File: src/rtl/psd_pkg.sv
package psd_pkg;

    typedef enum logic [0:0] {
        PH_SWALLOW = 1'b0,
        PH_MAIN    = 1'b1
    } phase_e;

    localparam int SEL_W = 2;
    localparam int EXT_W = 3;
    localparam int CORE_W = 3;
    localparam logic [SEL_W-1:0] SEL_BAD = 2'd3;

    // last count of the extension stage: divide by 2, 4 or 8
    function automatic logic [EXT_W-1:0] ext_last(input logic [SEL_W-1:0] sel);
        logic [EXT_W-1:0] r;
        unique case (sel)
            2'd0:    r = 3'd1;
            2'd1:    r = 3'd3;
            default: r = 3'd7;
        endcase
        return r;
    endfunction

endpackage

File: src/rtl/psd_prescaler.sv
module psd_prescaler
    import psd_pkg::*;
(
    input  logic             clk,
    input  logic             rst,
    input  logic             modctl,
    input  logic [EXT_W-1:0] ext_max,
    output logic             pout
);
    logic [CORE_W-1:0] core_q;
    logic [EXT_W-1:0]  ext_q;
    logic [CORE_W-1:0] core_lim;
    logic              ext_end;
    logic              core_wrap;

    always_comb begin
        ext_end   = (ext_q == ext_max);
        // the 4/5 core stretches to five clocks once per prescaler period
        core_lim  = (modctl && ext_end) ? CORE_W'(4) : CORE_W'(3);
        core_wrap = (core_q == core_lim);
        pout      = core_wrap && ext_end;
    end

    always_ff @(posedge clk) begin
        if (rst) begin
            core_q <= '0;
            ext_q  <= '0;
        end else if (core_wrap) begin
            core_q <= '0;
            ext_q  <= ext_end ? '0 : ext_q + 1'b1;
        end else begin
            core_q <= core_q + 1'b1;
        end
    end
endmodule

File: src/rtl/psd_config.sv
module psd_config
    import psd_pkg::*;
#(
    parameter int A_W   = 5,
    parameter int B_W   = 13,
    parameter int B_MIN = 3
) (
    input  logic             clk,
    input  logic             rst,
    input  logic             load,
    input  logic [SEL_W-1:0] sel_in,
    input  logic [A_W-1:0]   a_in,
    input  logic [B_W-1:0]   b_in,
    output logic [SEL_W-1:0] pend_sel,
    output logic [A_W-1:0]   pend_a,
    output logic [B_W-1:0]   pend_b,
    output logic             cfg_err
);
    logic legal;

    always_comb begin
        legal = (sel_in != SEL_BAD)
             && (b_in >= B_W'(B_MIN))
             && (B_W'(a_in) <= b_in);
    end

    always_ff @(posedge clk) begin
        if (rst) begin
            pend_sel <= '0;
            pend_a   <= '0;
            pend_b   <= B_W'(B_MIN);
            cfg_err  <= 1'b0;
        end else if (load) begin
            cfg_err <= !legal;
            if (legal) begin
                pend_sel <= sel_in;
                pend_a   <= a_in;
                pend_b   <= b_in;
            end
        end
    end
endmodule

File: src/rtl/psd_frame_ctrl.sv
module psd_frame_ctrl
    import psd_pkg::*;
#(
    parameter int A_W   = 5,
    parameter int B_W   = 13,
    parameter int B_MIN = 3
) (
    input  logic             clk,
    input  logic             rst,
    input  logic             pout,
    input  logic [SEL_W-1:0] pend_sel,
    input  logic [A_W-1:0]   pend_a,
    input  logic [B_W-1:0]   pend_b,
    output logic             modctl,
    output logic [SEL_W-1:0] act_sel,
    output logic             frame_end
);
    phase_e           phase_q, phase_d;
    logic [A_W-1:0]   a_q, a_d;
    logic [B_W-1:0]   b_q, b_d;
    logic [SEL_W-1:0] sel_q, sel_d;

    // next-state process
    always_comb begin
        phase_d   = phase_q;
        a_d       = a_q;
        b_d       = b_q;
        sel_d     = sel_q;
        frame_end = pout && (b_q == B_W'(1));
        if (frame_end) begin
            // reload: pending setting enters here and only here
            a_d     = pend_a;
            b_d     = pend_b;
            sel_d   = pend_sel;
            phase_d = (pend_a != '0) ? PH_SWALLOW : PH_MAIN;
        end else if (pout) begin
            b_d = b_q - 1'b1;
            unique case (phase_q)
                PH_SWALLOW: begin
                    a_d = a_q - 1'b1;
                    if (a_q == A_W'(1)) phase_d = PH_MAIN;
                end
                PH_MAIN: begin
                end
            endcase
        end
    end

    // state register process
    always_ff @(posedge clk) begin
        if (rst) begin
            phase_q <= PH_MAIN;
            a_q     <= '0;
            b_q     <= B_W'(B_MIN);
            sel_q   <= '0;
        end else begin
            phase_q <= phase_d;
            a_q     <= a_d;
            b_q     <= b_d;
            sel_q   <= sel_d;
        end
    end

    always_comb begin
        modctl  = (phase_q == PH_SWALLOW);
        act_sel = sel_q;
    end
endmodule

File: src/rtl/pulse_swallow_divider.sv
module pulse_swallow_divider
    import psd_pkg::*;
#(
    parameter int A_W   = 5,
    parameter int B_W   = 13,
    parameter int B_MIN = 3
) (
    input  logic           clk,
    input  logic           rst,
    input  logic [1:0]     psel,
    input  logic [A_W-1:0] a_in,
    input  logic [B_W-1:0] b_in,
    input  logic           load,
    output logic           fb_pulse,
    output logic           cfg_err
);
    logic [SEL_W-1:0] pend_sel;
    logic [A_W-1:0]   pend_a;
    logic [B_W-1:0]   pend_b;
    logic [SEL_W-1:0] act_sel;
    logic             modctl;
    logic             pout;
    logic             frame_end;

    psd_config #(.A_W(A_W), .B_W(B_W), .B_MIN(B_MIN)) u_cfg (
        .clk(clk), .rst(rst), .load(load), .sel_in(psel),
        .a_in(a_in), .b_in(b_in),
        .pend_sel(pend_sel), .pend_a(pend_a), .pend_b(pend_b),
        .cfg_err(cfg_err)
    );

    psd_prescaler u_pre (
        .clk(clk), .rst(rst), .modctl(modctl),
        .ext_max(ext_last(act_sel)), .pout(pout)
    );

    psd_frame_ctrl #(.A_W(A_W), .B_W(B_W), .B_MIN(B_MIN)) u_ctrl (
        .clk(clk), .rst(rst), .pout(pout),
        .pend_sel(pend_sel), .pend_a(pend_a), .pend_b(pend_b),
        .modctl(modctl), .act_sel(act_sel), .frame_end(frame_end)
    );

    // output process
    always_ff @(posedge clk) begin
        if (rst) fb_pulse <= 1'b0;
        else     fb_pulse <= frame_end;
    end
endmodule

File: config.mk
export PLATFORM = sky130hd
export DESIGN_NAME = pulse_swallow_divider
export DESIGN_NICKNAME = d
export VERILOG_FILES = /design/src/rtl/psd_pkg.sv /design/src/rtl/psd_prescaler.sv /design/src/rtl/psd_config.sv /design/src/rtl/psd_frame_ctrl.sv /design/src/rtl/pulse_swallow_divider.sv
export SDC_FILE = /design/constraint.sdc
export NUM_CORES = 1
export LEC_CHECK = 0
export BUFFER_PORTS_ARGS = -buffer_cell sky130_fd_sc_hd__buf_2
export CORE_ASPECT_RATIO = 0.6
export CORE_MARGIN = 5
export CORE_UTILIZATION = 25
export CTS_BUF_LIST = sky130_fd_sc_hd__clkbuf_2
export DETAILED_ROUTE_END_ITERATION = 10
export MAX_ROUTING_LAYER = met4
export PLACE_DENSITY = 0.51
export SLEW_MARGIN = 15
export SYNTH_ARGS = -nofsm -noshare
export SYNTH_HDL_FRONTEND = slang
export SYNTH_SLANG_ARGS = --single-unit
File: constraint.sdc
create_clock -name clk -period 3.6 [get_ports clk]
set_input_delay 0 -clock clk [delete_from_list [all_inputs] [get_ports clk]]
set_output_delay 0 -clock clk [all_outputs]
set_load 0.05 [all_outputs]
* Word level (Yosys, flattened, before mapping) *
Cells that the tools add are included.

cells by class
  equality and inequality tests = 7
  bitwise logic cells = 1
  reductions and logical operators = 12
  mux-type cells = 13
  magnitude comparators = 2
  add/subtract/negate cells = 4

operator list
  operator                                                                number
  13-bit 2-to-1 mux                                                       2
  5-bit 2-to-1 mux                                                        3
  13-bit by 1-bit == test with 1-bit output, second input constant        1
  13-bit by 2-bit >= comparator with 1-bit output, second input constant  1
  5-bit by 13-bit <= comparator with 1-bit output                         1
  13-bit by 1-bit subtractor with 13-bit output, second input constant    1
  3-bit by 1-bit adder with 3-bit output, second input constant           2
  3-bit == test                                                           2
  3-bit 2-to-1 mux                                                        2
  3-bit one-hot mux with 2 select lines                                   1
  5-bit by 1-bit == test with 1-bit output, second input constant         1
  1-bit logical AND                                                       5
  1-bit 2-to-1 mux                                                        5
  5-bit nonzero test                                                      1
  5-bit by 1-bit subtractor with 5-bit output, second input constant      1
  2-bit != test, second input constant                                    2
  2-bit AND reduction                                                     2
  2-bit by 1-bit == test with 1-bit output, second input constant         1
  2-bit logical NOT                                                       1
  2-bit nonzero test                                                      1
  2-bit OR reduction                                                      1
  1-bit logical NOT                                                       1
  1-bit NOT                                                               1

storage, ports and cells
  output and inout bits = 2
  input bits = 23
  logic and storage cells = 50
  register bits = 49

* Logic depth before layout (Yosys ltp) *
Gate-level depths: netlist of run 1.

  depth in word-level cells = 10
  gate-level depth with buffers = 8
  mapped depth without buffers = 7

* Modules after synthesis *
Synthesis of run 1 repeated with hierarchy kept, for this count alone.

second synthesis, totals
  cells, all modules = 318
  area, all modules = 2850.2 um^2

modules (own cells, without submodules)
  module                 times used  cells each  seq. area each (um^2)  area each (um^2)
  psd_frame_ctrl         1           163         420.4                  1342.5
  psd_config             1           112         420.4                  1088.5
  psd_prescaler          1           38          120.1                  379.1
  pulse_swallow_divider  1           5           20.0                   40.0

* Worst setup path after synthesis of run 1 *
No wires, ideal clock.

  path type = register to register
  start = register u_ctrl.b_q[4]
  end = register u_ctrl.a_q[3]
  buffers on the path = 1
  library setup time = 137 ps
  period minus slack after synthesis = 1834 ps
  path slack = 1766 ps
  arrival = 1697 ps
  cell stages (with the launch flop) = 7
  required time = 3463 ps
  path through = dfxtp_1 or4_4 nor4_4 nand3_2 buf_6 nor2_2 a211oi_2

between the ends
  word-level cells in the longest chain between the ends = 4
  elaborated cells between the ends (all ways) = 6
  those cells by class = eq/ne: 2; mux: 1; reduce/logical: 3

ends and longest elaborated chain
  element                                                               RTL line              text
  start, declared                                                       psd_frame_ctrl.sv:20  logic [B_W-1:0] b_q, b_d;
  start signal, assigned                                                psd_frame_ctrl.sv:54  b_q <= B_W'(B_MIN);
  13-bit by 1-bit == test with 1-bit output (*)                         psd_frame_ctrl.sv:29  frame_end = pout && (b_q == B_W'(1));
  1-bit logical AND (*)                                                 psd_frame_ctrl.sv:29
  2-bit != test (no line) / 2-bit nonzero test (equally long branches)  n/a
  2-bit AND reduction (no line)                                         n/a
  end signal, assigned                                                  psd_frame_ctrl.sv:53  a_q <= '0;
  end signal, assigned                                                  psd_frame_ctrl.sv:58  a_q <= a_d;
  end, declared                                                         psd_frame_ctrl.sv:19  logic [A_W-1:0] a_q, a_d;

Every way passes the cells marked *; elsewhere a longest branch is shown, timed or not.
A chain may end at the register's enable or synchronous reset.

* Worst setup path after layout of run 1 *
  start = register u_ctrl.b_q[4]
  end = register u_ctrl.b_q[0]

between the ends
  word-level cells in the longest chain between the ends = 3
  elaborated cells between the ends (all ways) = 4
  those cells by class = eq/ne: 1; mux: 1; reduce/logical: 2

ends and longest elaborated chain
  element                                                         RTL line
  13-bit by 1-bit == test with 1-bit output (*)                   psd_frame_ctrl.sv:29
  1-bit logical AND (*)                                           psd_frame_ctrl.sv:29
  13-bit 2-to-1 mux / 2-bit nonzero test (equally long branches)  n/a

Marked as above.

==> impl_metrics.csv, run 1 <==
group,metric,value,unit
status,status,"finished clean",
placement,portBuffers,24,
yosys,synth-edff-count,0,
setup_path,critPathCaptureType,"flip-flop",
yosys,ys.flop_type,"dfxtp_1",
finish,fin_area,0.003249,sq mm
yosys,ys_top_cells_by_area,"dfxtp_1 (36%), nand2b_1 (8.9%), mux2i_1 (8.7%)",
route,viasPerCell,4.776,
placement,placed_area,0.002999,sq mm
clock_tree,root_buffer,"clkbuf_2",
clock_tree,clk_pin_slew,0.25,ns
yosys,ys_types,54,
timing,finalSetupTns,0,ns
placement,dp_hpwl,4.941,mm
clock_tree,numCtsBuffers,5,
timing,fin_skew,0.02476,ns
placement,pre_cts_ws,1.009,ns
timing,slew_violations,0,
finish,syn_to_final_growth,18.31,%
yosys,syn_area_per_cell,8.888,sq um
power_and_ir_drop,ir_drop,115.3,uV
route,vias,2340,
clock_tree,clockBufferDepth,2,
finish,fin_cells,490,
finish,fillers,1135,
yosys,syn_area,0.002746,sq mm
floorplanning,io_pins,25,
power_and_ir_drop,p_per_area,288.1,mW/mm^2
flow_run,drv_cap,0,
setup_path,cp.required,3.97,ns
yosys,yosysWarnings,0,
route,wl,6.875,mm
route,drt_iter0_drc,171,
grt,grt_overflow,0,
route,drt-wirelength-per-cell,14.03,um
yosys,yosysMostFrequentCell,"dfxtp_1",
route,final_antenna_net_count,0,
finish,drive_above_1_share,0.1510,
floorplanning,core-area,0.01067,sq mm
setup_path,cp-start-kind,"flip-flop",
grt,track_usage,0.1092,
grt,first_global_vias,2268,
timing,fin_ws,0.9989,ns
timing,holdWs,0.07625,ns
floorplanning,fp-row-count,29,
clock_tree,h-tree-depth,2,
yosys,async_flop_share,0,
setup_path,cp_data_arrival_time,2.97,ns
route,drc,0,
yosys,synth_common_cells,"dfxtp_1 (49), nand2b_1 (39), mux2i_1 (24)",
min_path,hp-class,"in -> reg",
yosys,synth_fp_nets,343,
power_and_ir_drop,p_leak,1.243,nW
yosys,synth_top_area_frac,0.3572,
placement,dp.cells,461,
timing,setup_viol,0,
clock_tree,clk_latency,0.44,ns
finish,num-nets-final,384,
grt,antenna_found_initial,0,
floorplanning,dieArea,0.01325,sq mm
clock_tree,cts_resized,0,
floorplanning,start_util,0.2574,
clock_tree,cts.sinks,49,
yosys,ys_ff_latch,49,
timing,fin_crit_sh,0.7225,
grt,grt_max_degree,42,
timing,relSlewSlack,0.5068,
timing,hold_viol,0,
timing,rsz0062_at_grt,"false",
timing,worst_slew_pin_slew,0.7343,ns
yosys,synth.largest_area_cell,"dfxtp_1",
yosys,syn_inst,309,
setup_path,critPathKind,"reg -> reg",
placement,gp_congestion,0.8298,
yosys,seq_area_frac_synth,0.3572,
floorplanning,die-width,145.3,um
clock_tree,cts_tree,"built",
floorplanning,die_h,91.19,um
route,drt-pass1-iter-count,4,
grt,grt_pass1_wl,11.65,mm
timing,finalCriticalPeriod,2.601,ns
timing,fmax,384.5,MHz
setup_path,cp_max_fo,13,
finish,n_antenna_cell,0,
stage by stage:
| stage | utilization | power (mW) |
|---|---|---|
| after detailed placement | 0.2811 | 0.6962 |
| after global routing | 0.3046 | 0.9940 |
| after floorplan | - | 0.6570 |
| final | 0.3046 | 0.9362 |
| after CTS | 0.3046 | 0.9493 |
| after global placement | 0.2811 | 0.6933 |
what timing repair did:
item	4_1_cts	5_1_grt
buffers inserted	0	0
endpoints found under the hold margin	21	0
hold buffers	21	0
sequential cells by signal, indices dropped and copies added (netlist names):
| signal | cells |
|---|---|
| u_cfg.pend_b | 13 |
| u_ctrl.b_q | 13 |
| u_cfg.pend_a | 5 |
| u_ctrl.a_q | 5 |
| u_pre.core_q | 3 |
| u_pre.ext_q | 3 |
| u_cfg.pend_sel | 2 |
| u_ctrl.act_sel | 2 |
| fb_pulse | 1 |
| u_cfg.cfg_err | 1 |
| u_ctrl.phase_q | 1 |
worst max-delay path, cell delays in order, from the launching register on:
cell and delay, ns:
dfxtp_1 0.41, or4_4 0.60, nor4_4 0.71, nand3_2 0.45, o221ai_1 0.30, nand2b_1 0.08
cell families after synthesis:
kind of cell / share of synthesized area
and+or+nand+nor: 0.2770
AOI/OAI and AO/OA: 0.1490
DFF: 0.3572
buffers and inverters: 0.04783
muxes: 0.09977
adders and majority gates: 0.05011
xor gates and xnor gates: 0.01913
power breakdown:
| group | switching, mW | leakage (nW) | total, mW | internal, mW |
|---|---|---|---|---|
| sequential | 0.0180 | 0.399 | 0.581 | 0.563 |
| clock | 0.184 | 0.0327 | 0.233 | 0.0488 |
| combinational | 0.0592 | 0.811 | 0.122 | 0.0628 |
| total | 0.262 | 1.24 | 0.936 | 0.675 |
area by class of cell:
cell class | count | area [sq um] | share of cell area
clock inverters | 2 | 10.01 | 0.003080
repair buffers | 49 | 360.3 | 0.1109
clock buffers | 6 | 30.03 | 0.009241
inverters | 15 | 56.30 | 0.01733
well taps | 139 | 173.9 | 0.05352
flip-flops and latches | 49 | 980.9 | 0.3019
multi-input cells | 230 | 1638 | 0.5040
layout by cell type, fill, tap and decap left out, types with 3 or more instances in the layout:
cell type and n:
nor3_1 12, dfxtp_1 49, nand3_1 13, or3_1 3
nor3b_1 4, nand2b_1 39, buf_4 4, ha_1 11
a211oi_2 4, nand4_1 5, mux2i_1 24, o21ai_0 10
nand2_1 13, nor2_1 18, mux2_2 3, o32ai_1 3
clkbuf_2 6, o31ai_1 4, dlygate4sd3_1 21, buf_2 24
xnor2_1 4, a21oi_1 15, inv_1 15, nor4_1 4
metal layers:
metal	global-route usage	vias to the layer above	routed length, um
met5	-	-	0
met4	0.01863	0	21
met3	0.02537	2	450
met2	0.1346	63	2489
met1	0.1751	1080	3913
li1	-	1195	-
path summary, 6_finish.rpt:
kind	endpoint	startpoint	depth (start not counted)	slack [ns]
worst max-delay path	u_ctrl.b_q[0]	u_ctrl.b_q[4]	5	1.0
worst min-delay path	fb_pulse	rst	2	0.08
worst max register to register	u_ctrl.b_q[0]	u_ctrl.b_q[4]	5	1.0
worst min register to register	u_cfg.pend_sel[1]	u_cfg.pend_sel[1]	2	0.51
Note: power is estimated with default switching activity, not from simulation.
==> run 2: changes to the inputs <==
--- a/config.mk
+++ b/config.mk
@@ -5,6 +5,7 @@
 export SDC_FILE = /design/constraint.sdc
 export NUM_CORES = 1
 export LEC_CHECK = 0
+export ABC_AREA = 1
 export BUFFER_PORTS_ARGS = -buffer_cell sky130_fd_sc_hd__buf_2
 export CORE_ASPECT_RATIO = 0.6
 export CORE_MARGIN = 5
@@ -12,7 +13,7 @@
 export CTS_BUF_LIST = sky130_fd_sc_hd__clkbuf_2
 export DETAILED_ROUTE_END_ITERATION = 10
 export MAX_ROUTING_LAYER = met4
-export PLACE_DENSITY = 0.51
+export PLACE_DENSITY = 0.53
 export SLEW_MARGIN = 15
 export SYNTH_ARGS = -nofsm -noshare
 export SYNTH_HDL_FRONTEND = slang
==> constraint.sdc (replaced) <==
create_clock -name clk -period 2.11 [get_ports clk]
set_input_delay 0 -clock clk [delete_from_list [all_inputs] [get_ports clk]]
set_output_delay 0 -clock clk [all_outputs]
set_load 0.05 [all_outputs]
==> run 2 against run 1 <==
- flip-flop and latch count unchanged
- die area down 0.45%
- synthesized area down 0.50%
- clock power up 62%
- clock skew up 0.0085 ns
- maximum frequency up 39%
- critical endpoint is now u_ctrl.b_q[7]
- largest power group unchanged
==> impl_metrics.csv, run 2 <==
group,metric,value,unit
yosys,syn_area_per_cell,6.569,sq um
setup_path,path_delay_family,"compound AO/OA/AOI/OAI gates",
yosys,syn_area,0.002733,sq mm
power_and_ir_drop,p_per_area,496.6,mW/mm^2
timing,relSlewSlack,0.6967,
grt,antenna_found_initial,0,
setup_path,cp-start-kind,"flip-flop",
finish,fin_area,0.003251,sq mm
timing,fin_skew,0.03330,ns
power_and_ir_drop,ir_drop,204.8,uV
timing,slew_violations,0,
finish,layout_commonest_cell,"nand2_1",
setup_path,cp_data_arrival_time,2.23,ns
finish,num-nets-final,497,
setup_path,crit_chain,"inv_1 -> ha_1 -> inv_1 -> nor2_1 -> nand2_1 -> nor3_4 -> inv_2 -> o21ai_1 -> nor2_1 -> o21ai_0 -> o21ai_0",
yosys,synth_fp_nets,450,
route,drt-wirelength-per-cell,12.52,um
setup_path,critPathCaptureType,"flip-flop",
yosys,async_flop_share,0,
finish,syn_to_final_growth,18.96,%
timing,rsz0062_at_grt,"false",
timing,fmax,535.2,MHz
timing,worst_slew_pin_slew,0.4522,ns
setup_path,slowest_delay,0.36,ns
placement,gp_congestion,0.8808,
yosys,ys.flop_type,"dfxtp_1",
setup_path,slowest_stage,"dfxtp_1",
finish,fin_cells,601,
yosys,ys_types,33,
timing,setup_viol,0,
grt,first_global_vias,2514,
finish,top_regs,"u_cfg.pend_b (13), u_ctrl.b_q (13)",
yosys,ys_ff_latch,49,
timing,finalSetupTns,0,ns
timing,fin_crit_sh,0.8855,
finish,n_antenna_cell,0,
grt,track_usage,0.1203,
grt,grt_max_degree,27,
placement,placed_area,0.003000,sq mm
finish,final_cell_mix,"nand2_1 (95), nor2_1 (73), inv_1 (61), dfxtp_1 (49)",
grt,grt_overflow,0,
yosys,synth.largest_area_cell,"dfxtp_1",
grt,grt_pass1_wl,12.69,mm
floorplanning,io_pins,25,
route,wl,7.522,mm
setup_path,crit_buf_inv,3,
yosys,seq_area_frac_synth,0.3590,
timing,fin_ws,0.2416,ns
clock_tree,clk_pin_slew,0.27,ns
timing,finalCriticalPeriod,1.868,ns
status,status,"finished clean",
setup_path,cp_max_fo,22,
power_and_ir_drop,p_leak,1.562,nW
flow_run,drv_cap,0,
yosys,synth_top_area_frac,0.3590,
placement,portBuffers,24,
yosys,synth-edff-count,0,
min_path,hp-class,"in -> reg",
route,drc,0,
setup_path,cp.required,2.48,ns
clock_tree,clk_latency,0.44,ns
clock_tree,cts.sinks,49,
clock_tree,cts_tree,"built",
yosys,syn_inst,416,
floorplanning,core-area,0.01063,sq mm
yosys,synth_common_cells,"nand2_1 (95), nor2_1 (73), inv_1 (61)",
clock_tree,numCtsBuffers,5,
floorplanning,die-width,145.0,um
setup_path,critPathKind,"reg -> reg",
route,final_antenna_net_count,0,
floorplanning,start_util,0.2570,
yosys,yosysMostFrequentCell,"nand2_1",
yosys,yosysWarnings,0,
clock_tree,h-tree-depth,2,
finish,drive_above_1_share,0.1061,
yosys,ys_top_cells_by_area,"dfxtp_1 (36%), nand2_1 (13%), nor2_1 (10%)",
floorplanning,fp-row-count,29,
floorplanning,die_h,90.99,um
route,drt-pass1-iter-count,4,
route,vias,2597,
clock_tree,root_buffer,"clkbuf_2",
placement,pre_cts_ws,0.2482,ns
placement,dp.cells,573,
clock_tree,clockBufferDepth,2,
timing,hold_viol,0,
placement,dp_hpwl,5.601,mm
clock_tree,post_cts_buffers,0,
route,drt_iter0_drc,172,
floorplanning,dieArea,0.01319,sq mm
route,viasPerCell,4.321,
## run 2: cell types whose count changed in the layout (fill, tap and decap cells not counted), sizes merged, moves of 4 or more
| cell | delta |
|---|---|
| inv | +49 |
| nor3b | -4 |
| nor2 | +58 |
| nand2b | -39 |
| nor3 | -7 |
| o21ai | +18 |
| mux2i | -24 |
| nand3 | +13 |
| xor2 | +5 |
| nand2 | +85 |
| nor4 | -6 |
| a211oi | -5 |
## run 2: per-stage QoR
stage / util / total power [mW] / hold slack [ns]
2_1_floorplan: - / 1.142 / 0.1132
3_3_place_gp: 0.2822 / 1.218 / 0.2448
3_5_place_dp: 0.2822 / 1.221 / 0.2567
4_1_cts: 0.3058 / 1.624 / 0.3108
5_1_grt: 0.3058 / 1.718 / 0.3097
6_report: 0.3058 / 1.614 / 0.3528
## run 2: worst paths after layout
check,slack (ns),startpoint,endpoint,depth (start not counted)
setup / recovery,0.24,u_ctrl.b_q[1],u_ctrl.b_q[7],11
hold / removal,0.35,b_in[3],u_cfg.pend_b[3],4
setup reg to reg,0.24,u_ctrl.b_q[1],u_ctrl.b_q[7],11
hold reg to reg,0.47,u_pre.ext_q[2],u_pre.ext_q[2],1
## run 2: power by group
part | switching, mW | internal (mW)
Clock | 0.309 | 0.0675
Sequential | 0.0233 | 0.968
Combinational | 0.146 | 0.100
## run 2: layer usage
| layer | vias up | wire length, um | track usage |
|---|---|---|---|
| met5 | - | 0 | - |
| met4 | 0 | 25 | 0.02116 |
| met3 | 5 | 607 | 0.03682 |
| met2 | 66 | 2561 | 0.1461 |
| met1 | 1131 | 4328 | 0.1890 |
| li1 | 1395 | - | - |
## run 2: tightest hold or removal path, cell delays in order
cell and delay (ns):
dlygate4sd3_1 0.52, buf_2 0.12, nor2_1 0.05, nor2_1 0.08
## run 2: kinds of logic (layout without fill, tap and decap cells)
| group | Yosys count | in the layout | synth area share |
|---|---|---|---|
| AO/OA/AOI/OAI | 53 | 53 | 0.1058 |
| XOR/XNOR | 9 | 9 | 0.02885 |
| adder cells (fa/ha/maj) | 11 | 11 | 0.05037 |
| buffers and inverters | 76 | 122 | 0.1126 |
| flip-flops | 49 | 49 | 0.3590 |
| AND/OR/NAND/NOR | 218 | 218 | 0.3434 |
## run 2: repair_timing
item / in CTS / in global routing
hold endpoints to repair: 28 / 0
hold buffers: 22 / 0
resized for setup: 0 / 1
setup endpoints to repair: 0 / 1
## run 2: area by class of cell
class                   instances  area (sq um)
multi-input cells             291          1444
clock buffers                   5         25.02
clock inverters                 1         5.005
inverters                      65         244.0
fillers                      1176          7381
well taps                     139         173.9
flip-flops and latches         49         980.9
repair buffers                 51         377.9
